## src/rtl/seg_agu_pkg.sv

```systemverilog
package seg_agu_pkg;

    typedef enum logic [1:0] {
        ACC_FETCH = 2'd0,
        ACC_PUSH  = 2'd1,
        ACC_POP   = 2'd2,
        ACC_DATA  = 2'd3
    } acc_kind_e;

    typedef enum logic [2:0] {
        RSEL_CODE  = 3'd0,
        RSEL_STACK = 3'd1,
        RSEL_DATA  = 3'd2,
        RSEL_IP    = 3'd3,
        RSEL_SP    = 3'd4
    } reg_sel_e;

endpackage

```

## src/rtl/seg_agu_form.sv

```systemverilog
module seg_agu_form #(
    parameter int SEG_W = 16,
    parameter int OFF_W = 16,
    parameter int SHIFT = 4,
    localparam int PA_W = SEG_W + SHIFT
) (
    input  logic [SEG_W-1:0] seg,
    input  logic [OFF_W-1:0] off,
    output logic [PA_W-1:0]  pa
);
    // base is the segment on a 2^SHIFT boundary; sum truncates to PA_W bits
    logic [PA_W-1:0] base;
    logic [PA_W-1:0] off_ext;

    always_comb begin
        base    = {seg, {SHIFT{1'b0}}};
        off_ext = PA_W'(off);
        pa      = base + off_ext;
    end
endmodule

```

## src/rtl/seg_agu_regs.sv

```systemverilog
module seg_agu_regs
    import seg_agu_pkg::*;
#(
    parameter int SEG_W    = 16,
    parameter int OFF_W    = 16,
    parameter int STEP_W   = 4,
    parameter int STK_STEP = 2,
    localparam int DW      = (SEG_W > OFF_W) ? SEG_W : OFF_W
) (
    input  logic              clk,
    input  logic              rst_n,
    input  logic              wr_en,
    input  logic [2:0]        wr_sel,
    input  logic [DW-1:0]     wr_data,
    input  logic              ip_adv,
    input  logic [STEP_W-1:0] ip_step,
    input  logic              push,
    input  logic              pop,
    output logic [SEG_W-1:0]  cs,
    output logic [SEG_W-1:0]  ss,
    output logic [SEG_W-1:0]  ds,
    output logic [OFF_W-1:0]  ip,
    output logic [OFF_W-1:0]  sp
);
    typedef struct packed {
        logic [SEG_W-1:0] cs;
        logic [SEG_W-1:0] ss;
        logic [SEG_W-1:0] ds;
        logic [OFF_W-1:0] ip;
        logic [OFF_W-1:0] sp;
    } arch_t;

    arch_t st_d, st_q;
    logic  ip_wr, sp_wr;

    always_comb begin
        st_d  = st_q;
        ip_wr = wr_en && (wr_sel == RSEL_IP);
        sp_wr = wr_en && (wr_sel == RSEL_SP);
        if (wr_en) begin
            case (wr_sel)
                RSEL_CODE:  st_d.cs = wr_data[SEG_W-1:0];
                RSEL_STACK: st_d.ss = wr_data[SEG_W-1:0];
                RSEL_DATA:  st_d.ds = wr_data[SEG_W-1:0];
                default:    ;
            endcase
        end
        if (ip_wr)       st_d.ip = wr_data[OFF_W-1:0];
        else if (ip_adv) st_d.ip = st_q.ip + OFF_W'(ip_step);
        if (sp_wr)       st_d.sp = wr_data[OFF_W-1:0];
        else if (push)   st_d.sp = st_q.sp - OFF_W'(STK_STEP);
        else if (pop)    st_d.sp = st_q.sp + OFF_W'(STK_STEP);
    end

    always_ff @(posedge clk) begin
        if (!rst_n) st_q <= '0;
        else        st_q <= st_d;
    end

    assign cs = st_q.cs;
    assign ss = st_q.ss;
    assign ds = st_q.ds;
    assign ip = st_q.ip;
    assign sp = st_q.sp;

    AST_PUSH_SP_DOWN: assert property (@(posedge clk) disable iff (!rst_n)
        push && !(wr_en && wr_sel == RSEL_SP) |=> sp == OFF_W'($past(sp) - OFF_W'(STK_STEP)));
    AST_POP_SP_UP: assert property (@(posedge clk) disable iff (!rst_n)
        pop && !(wr_en && wr_sel == RSEL_SP) |=> sp == OFF_W'($past(sp) + OFF_W'(STK_STEP)));
    AST_IP_ADV_WRAP: assert property (@(posedge clk) disable iff (!rst_n)
        ip_adv && !wr_en |=> ip == OFF_W'($past(ip) + OFF_W'($past(ip_step))) && $stable(cs));
    AST_SEG_HOLD: assert property (@(posedge clk) disable iff (!rst_n)
        !wr_en |=> $stable(cs) && $stable(ss) && $stable(ds));
    AST_PTR_WRITE_WINS: assert property (@(posedge clk) disable iff (!rst_n)
        wr_en && wr_sel == RSEL_SP |=> sp == $past(wr_data[OFF_W-1:0]));
endmodule

```

## src/rtl/seg_agu.sv

```systemverilog
module seg_agu
    import seg_agu_pkg::*;
#(
    parameter int SEG_W    = 16,
    parameter int OFF_W    = 16,
    parameter int SHIFT    = 4,
    parameter int STEP_W   = 4,
    parameter int STK_STEP = 2,
    localparam int PA_W    = SEG_W + SHIFT,
    localparam int DW      = (SEG_W > OFF_W) ? SEG_W : OFF_W
) (
    input  logic              clk,
    input  logic              rst_n,
    input  logic              reg_wr_en,
    input  logic [2:0]        reg_wr_sel,
    input  logic [DW-1:0]     reg_wr_data,
    input  logic              acc_req,
    input  logic [1:0]        acc_kind,
    input  logic [OFF_W-1:0]  acc_disp,
    input  logic              ip_adv,
    input  logic [STEP_W-1:0] ip_step,
    output logic [PA_W-1:0]   phys_addr,
    output logic              addr_valid
);
    typedef struct packed {
        logic            vld;
        logic [PA_W-1:0] addr;
    } out_t;

    logic [SEG_W-1:0] cs, ss, ds, sel_seg;
    logic [OFF_W-1:0] ip, sp, sel_off;
    logic [PA_W-1:0]  pa;
    logic             do_push, do_pop;
    out_t             out_d, out_q;

    assign do_push = acc_req && (acc_kind == ACC_PUSH);
    assign do_pop  = acc_req && (acc_kind == ACC_POP);

    seg_agu_regs #(
        .SEG_W(SEG_W), .OFF_W(OFF_W), .STEP_W(STEP_W), .STK_STEP(STK_STEP)
    ) u_regs (
        .clk(clk), .rst_n(rst_n),
        .wr_en(reg_wr_en), .wr_sel(reg_wr_sel), .wr_data(reg_wr_data),
        .ip_adv(ip_adv), .ip_step(ip_step),
        .push(do_push), .pop(do_pop),
        .cs(cs), .ss(ss), .ds(ds), .ip(ip), .sp(sp)
    );

    seg_agu_form #(
        .SEG_W(SEG_W), .OFF_W(OFF_W), .SHIFT(SHIFT)
    ) u_form (
        .seg(sel_seg), .off(sel_off), .pa(pa)
    );

    always_comb begin
        case (acc_kind)
            ACC_FETCH: begin sel_seg = cs; sel_off = ip; end
            ACC_PUSH:  begin sel_seg = ss; sel_off = sp - OFF_W'(STK_STEP); end
            ACC_POP:   begin sel_seg = ss; sel_off = sp; end
            default:   begin sel_seg = ds; sel_off = acc_disp; end
        endcase
        out_d.vld  = acc_req;
        out_d.addr = acc_req ? pa : out_q.addr;
    end

    always_ff @(posedge clk) begin
        if (!rst_n) out_q <= '0;
        else        out_q <= out_d;
    end

    assign phys_addr  = out_q.addr;
    assign addr_valid = out_q.vld;

    AST_VALID_AFTER_REQ: assert property (@(posedge clk) disable iff (!rst_n)
        acc_req |=> addr_valid);
    AST_NO_VALID_IDLE: assert property (@(posedge clk) disable iff (!rst_n)
        !acc_req |=> !addr_valid);
    AST_FETCH_ADDR: assert property (@(posedge clk) disable iff (!rst_n)
        acc_req && acc_kind == ACC_FETCH |=>
        phys_addr == PA_W'({$past(cs), {SHIFT{1'b0}}} + PA_W'($past(ip))));
    AST_DATA_ADDR: assert property (@(posedge clk) disable iff (!rst_n)
        acc_req && acc_kind == ACC_DATA |=>
        phys_addr == PA_W'({$past(ds), {SHIFT{1'b0}}} + PA_W'($past(acc_disp))));
endmodule

```

## config.mk

```make
export PLATFORM = sky130hd
export DESIGN_NAME = seg_agu
export DESIGN_NICKNAME = d
export VERILOG_FILES = /design/src/rtl/seg_agu_pkg.sv /design/src/rtl/seg_agu_form.sv /design/src/rtl/seg_agu_regs.sv /design/src/rtl/seg_agu.sv
export SDC_FILE = /design/constraint.sdc
export NUM_CORES = 1
export LEC_CHECK = 0
export BUFFER_PORTS_ARGS = -buffer_cell sky130_fd_sc_hd__buf_2
export CAP_MARGIN = 20
export CORE_MARGIN = 3
export CORE_UTILIZATION = 59
export CTS_CLUSTER_SIZE = 12
export DETAILED_ROUTE_END_ITERATION = 10
export HOLD_SLACK_MARGIN = 0.15
export PLACE_DENSITY = 0.81
export SYNTH_ARGS = -nofsm -noshare
export SYNTH_HDL_FRONTEND = slang
export SYNTH_SLANG_ARGS = --single-unit
export TNS_END_PERCENT = 100
```

## constraint.sdc

```tcl
create_clock -name clk -period 5.5 [get_ports clk]
set_clock_uncertainty 0.2 [all_clocks]
set_input_delay 1.375 -clock clk [delete_from_list [all_inputs] [get_ports clk]]
set_output_delay 1.375 -clock clk [all_outputs]
set_load 0.005 [all_outputs]
```

==> results.yml <==
power_and_ir_drop:
  power_switching_share_pct: 34.7
  switchingPower_uw: 574
  p_seq_share_pct: 48.5
  combinationalPowerShare_pct: 21.0
  p_per_area_nw_per_um2: 252
  power_leakage_nw: 2.46
  internal_power_mw: 1.08
  clockPowerShare_pct: 30.5
  peakVddDrop_mv: 0.161
yosys:
  synth_adder_area_share_pct: 5.22
  synth_cells: 801
  synth_top_area_share_pct: 33.5
  ys.flop_type: "dfxtp_1"
  synth_mux_area_share_pct: 1.68
  synth_seq_area_share_pct: 33.5
  synth_xor_area_share_pct: 4.21
  synthSimpleGateAreaFrac_pct: 22.8
  synthTopCellsByArea: "dfxtp_1, nand2_1, a21oi_1"
  synth_compound_area_share_pct: 26.7
  synth_nets: 871
  syn_area_um2: 6030
  synth_top_family_by_area: "compound AO/OA/AOI/OAI gates"
  syn_area_per_cell_um2: 7.53
  ys.warnings.count: 0
  synth_cell_types: 65
  synth_seq_cells: 101
  synthArstFlopShare_pct: 0
  synth_area_leader_cell: "dfxtp_1"
  synth_edf_count: 0
drt:
  vias: 6261
  ant_nets: 0
  drt_wl_total_um: 19000
  wire_per_inst_um: 19.7
  drc_errors: 0
  drt_iter0_drc: 731
  firstDrtPassIters: 5
  viasPerCell: 6.49
cts:
  ctsResizeCount: 0
  hold_buffers: 0
  cts.sinks: 101
  h-tree-depth: 3
  clock-root-buffer: "clkbuf_8"
  post-cts-setup-buffer-count: 0
  numCtsBuffers: 9
  clk_pin_slew_worst_paths_ns: 0.12
  cts_tree: "built"
  cts_buffer_depth: 2
  worstSkewPairLatency_ns: 0.39
floorplan:
  die_h_um: 107
  die-area_um2: 11500
  start_util_pct: 61.2
  core_region_area_um2: 9860
  num_rows: 36
  die_w_um: 107
  io_pins: 67
sta:
  rsz0062_at_grt: "no"
  post-route-min-period_ns: 4.65
  setup_viol: 0
  tns_ns: 0
  min_period_over_period_pct: 84.5
  hold_viol: 0
  max_freq_ghz: 0.215
  report.final.slew_viol_count: 0
  tightest_slew_ns: 1.10
  layout_setup_ws_ns: 0.852
  relSlewSlack_pct: 26.9
critical_path:
  worstPathMaxFanout: 24
  r2r_slack_ns: 1.43
  worst_setup_path_start_kind: "primary input"
  rr_worst_depth: 11
  worstPathArrival_ns: 4.79
  cp_data_required_time_ns: 5.64
  r2r_start: "u_regs.sp[6]$_SDFFE_PN0P_"
  critPathKind: "in2reg"
  reg2reg_to: "phys_addr[17]$_SDFFE_PN0P_"
  setup.worst_path.end_class: "register"
place:
  place_area_um2: 6340
  hpwl_um: 13400
  pre_cts_ws_ns: 0.557
  gp_congestion: 0.918
  portBuffers: 66
global_route:
  gr-usage-all-layers_pct: 33.0
  antenna_found_initial: 0
  grt_max_degree: 44
  grt_overflow: 0
  grt_pass1_wl_um: 29600
  grt_pass1_vias: 5634
worst_hold_path:
  hold_path_class: "reg2reg"
  hold_start: "u_regs.ds[12]$_SDFFE_PN0P_"
  whs_path_depth: 2
  whs_endpoint: "u_regs.ds[12]$_SDFFE_PN0P_"
job:
  max_cap_violations: 0
layout:
  syn_to_final_growth_pct: 8.89
  final_area_um2: 6570
  layout.cells.most_common: "nand2_1"
  fin_nets: 896
  diodes: 0
  most-common-layout-cells: "nand2_1, dfxtp_1, a21oi_1"
  drive_above_1_share_pct: 12.8
status:
  status: "finished, final reports clean"
==> final cells by class <==
cell class              count  area [µm²]
flip-flops and latches    101        2020
multi-input cells         610        3650
clock inverters             7        86.3
well taps                 133         166
clock buffers               9         124
fillers                   872        3290
repair buffers             76         413
inverters                  28         105
==> synth_stat cells, types with 4 or more instances <==
master and n:
o21a_1 6, dfxtp_1 101, or3_1 5, xor2_1 12, nand3_1 20, nand2_1 154, nor4_1 5, a2111oi_0 6
xnor2_1 17, and3_1 6, nor2_1 42, o21ai_0 57, nor3_1 13, clkbuf_1 50, nand4_1 10, nor2b_1 4
buf_2 4, a211oi_1 12, a21oi_1 91, mux2i_1 9, a221oi_1 4, or4_1 8, inv_1 28, a31oi_1 8
buf_1 6, a221o_1 4, o31ai_1 8, a21o_1 7, a32oi_1 4, o211ai_1 7, a311oi_1 4, ha_1 22
a22oi_1 16
==> metal layers <==
metal / vias up / routed length, µm / track usage, %
met2: 365 / 8140 / 49.5
met5: - / 0 / 0
met4: 0 / 685 / 12.8
met1: 2921 / 8010 / 47.0
met3: 46 / 2130 / 5.96
li1: 2929 / - / -
==> stage by stage <==
step                      cells  util [%]  hold WS [ns]  power (mW)
after CTS                   962      66.4         0.263        1.64
final                       964      66.6         0.264        1.65
after global placement      946      64.3         0.240        1.15
after floorplan             801         -         0.233        1.04
after detailed placement    946      64.3         0.246        1.15
after global routing        964      66.6         0.285        1.72
==> registers in the layout (all words and copies together), names as in the netlist <==
register / cells
u_regs.ds: 16
phys_addr: 20
u_regs.ss: 16
u_regs.ip: 16
u_regs.cs: 16
addr_valid: 1
u_regs.sp: 16
==> cell families after synthesis <==
group,after synthesis
DFF,101
adders and majority gates,24
muxes,10
xor gates and xnor gates,29
buffers and inverters,90
and+or+nand+nor,290
AOI/OAI and AO/OA,257
==> power groups by stage <==
stage	sequential (mW)	clock (mW)	combinational, mW
6_report	0.801	0.505	0.347
5_1_grt	0.805	0.534	0.380
4_1_cts	0.799	0.507	0.339
3_5_place_dp	0.816	0	0.337
3_3_place_gp	0.815	0	0.331
2_1_floorplan	0.800	0	0.242
==> worst max-delay path: stages <==
cell and delay (ns):
buf_2 0.11, inv_1 0.08, ha_1 0.89, a22oi_1 0.21, o21ai_0 0.29, ha_1 0.27, fa_1 0.25, a21oi_1 0.14
o211ai_1 0.27, a2111oi_0 0.15, buf_4 0.16, or4_1 0.50, nand3_1 0.09
==> worst max-delay path by stage <==
| stage | cells past startpoint | from | endpoint | slack (ns) |
|---|---|---|---|---|
| after floorplan | 12 | acc_kind[0] | phys_addr[18]$_SDFFE_PN0P_ | 0.97 |
| after global placement | 12 | acc_kind[0] | phys_addr[18]$_SDFFE_PN0P_ | 0.59 |
| after detailed placement | 12 | acc_kind[0] | phys_addr[18]$_SDFFE_PN0P_ | 0.56 |
| after CTS | 13 | acc_kind[0] | phys_addr[18]$_SDFFE_PN0P_ | 0.97 |
| after global routing | 11 | acc_kind[0] | phys_addr[19]$_SDFFE_PN0P_ | 0.60 |
| final | 13 | acc_kind[0] | phys_addr[18]$_SDFFE_PN0P_ | 0.85 |
Note: power is estimated with default switching activity, not from simulation.
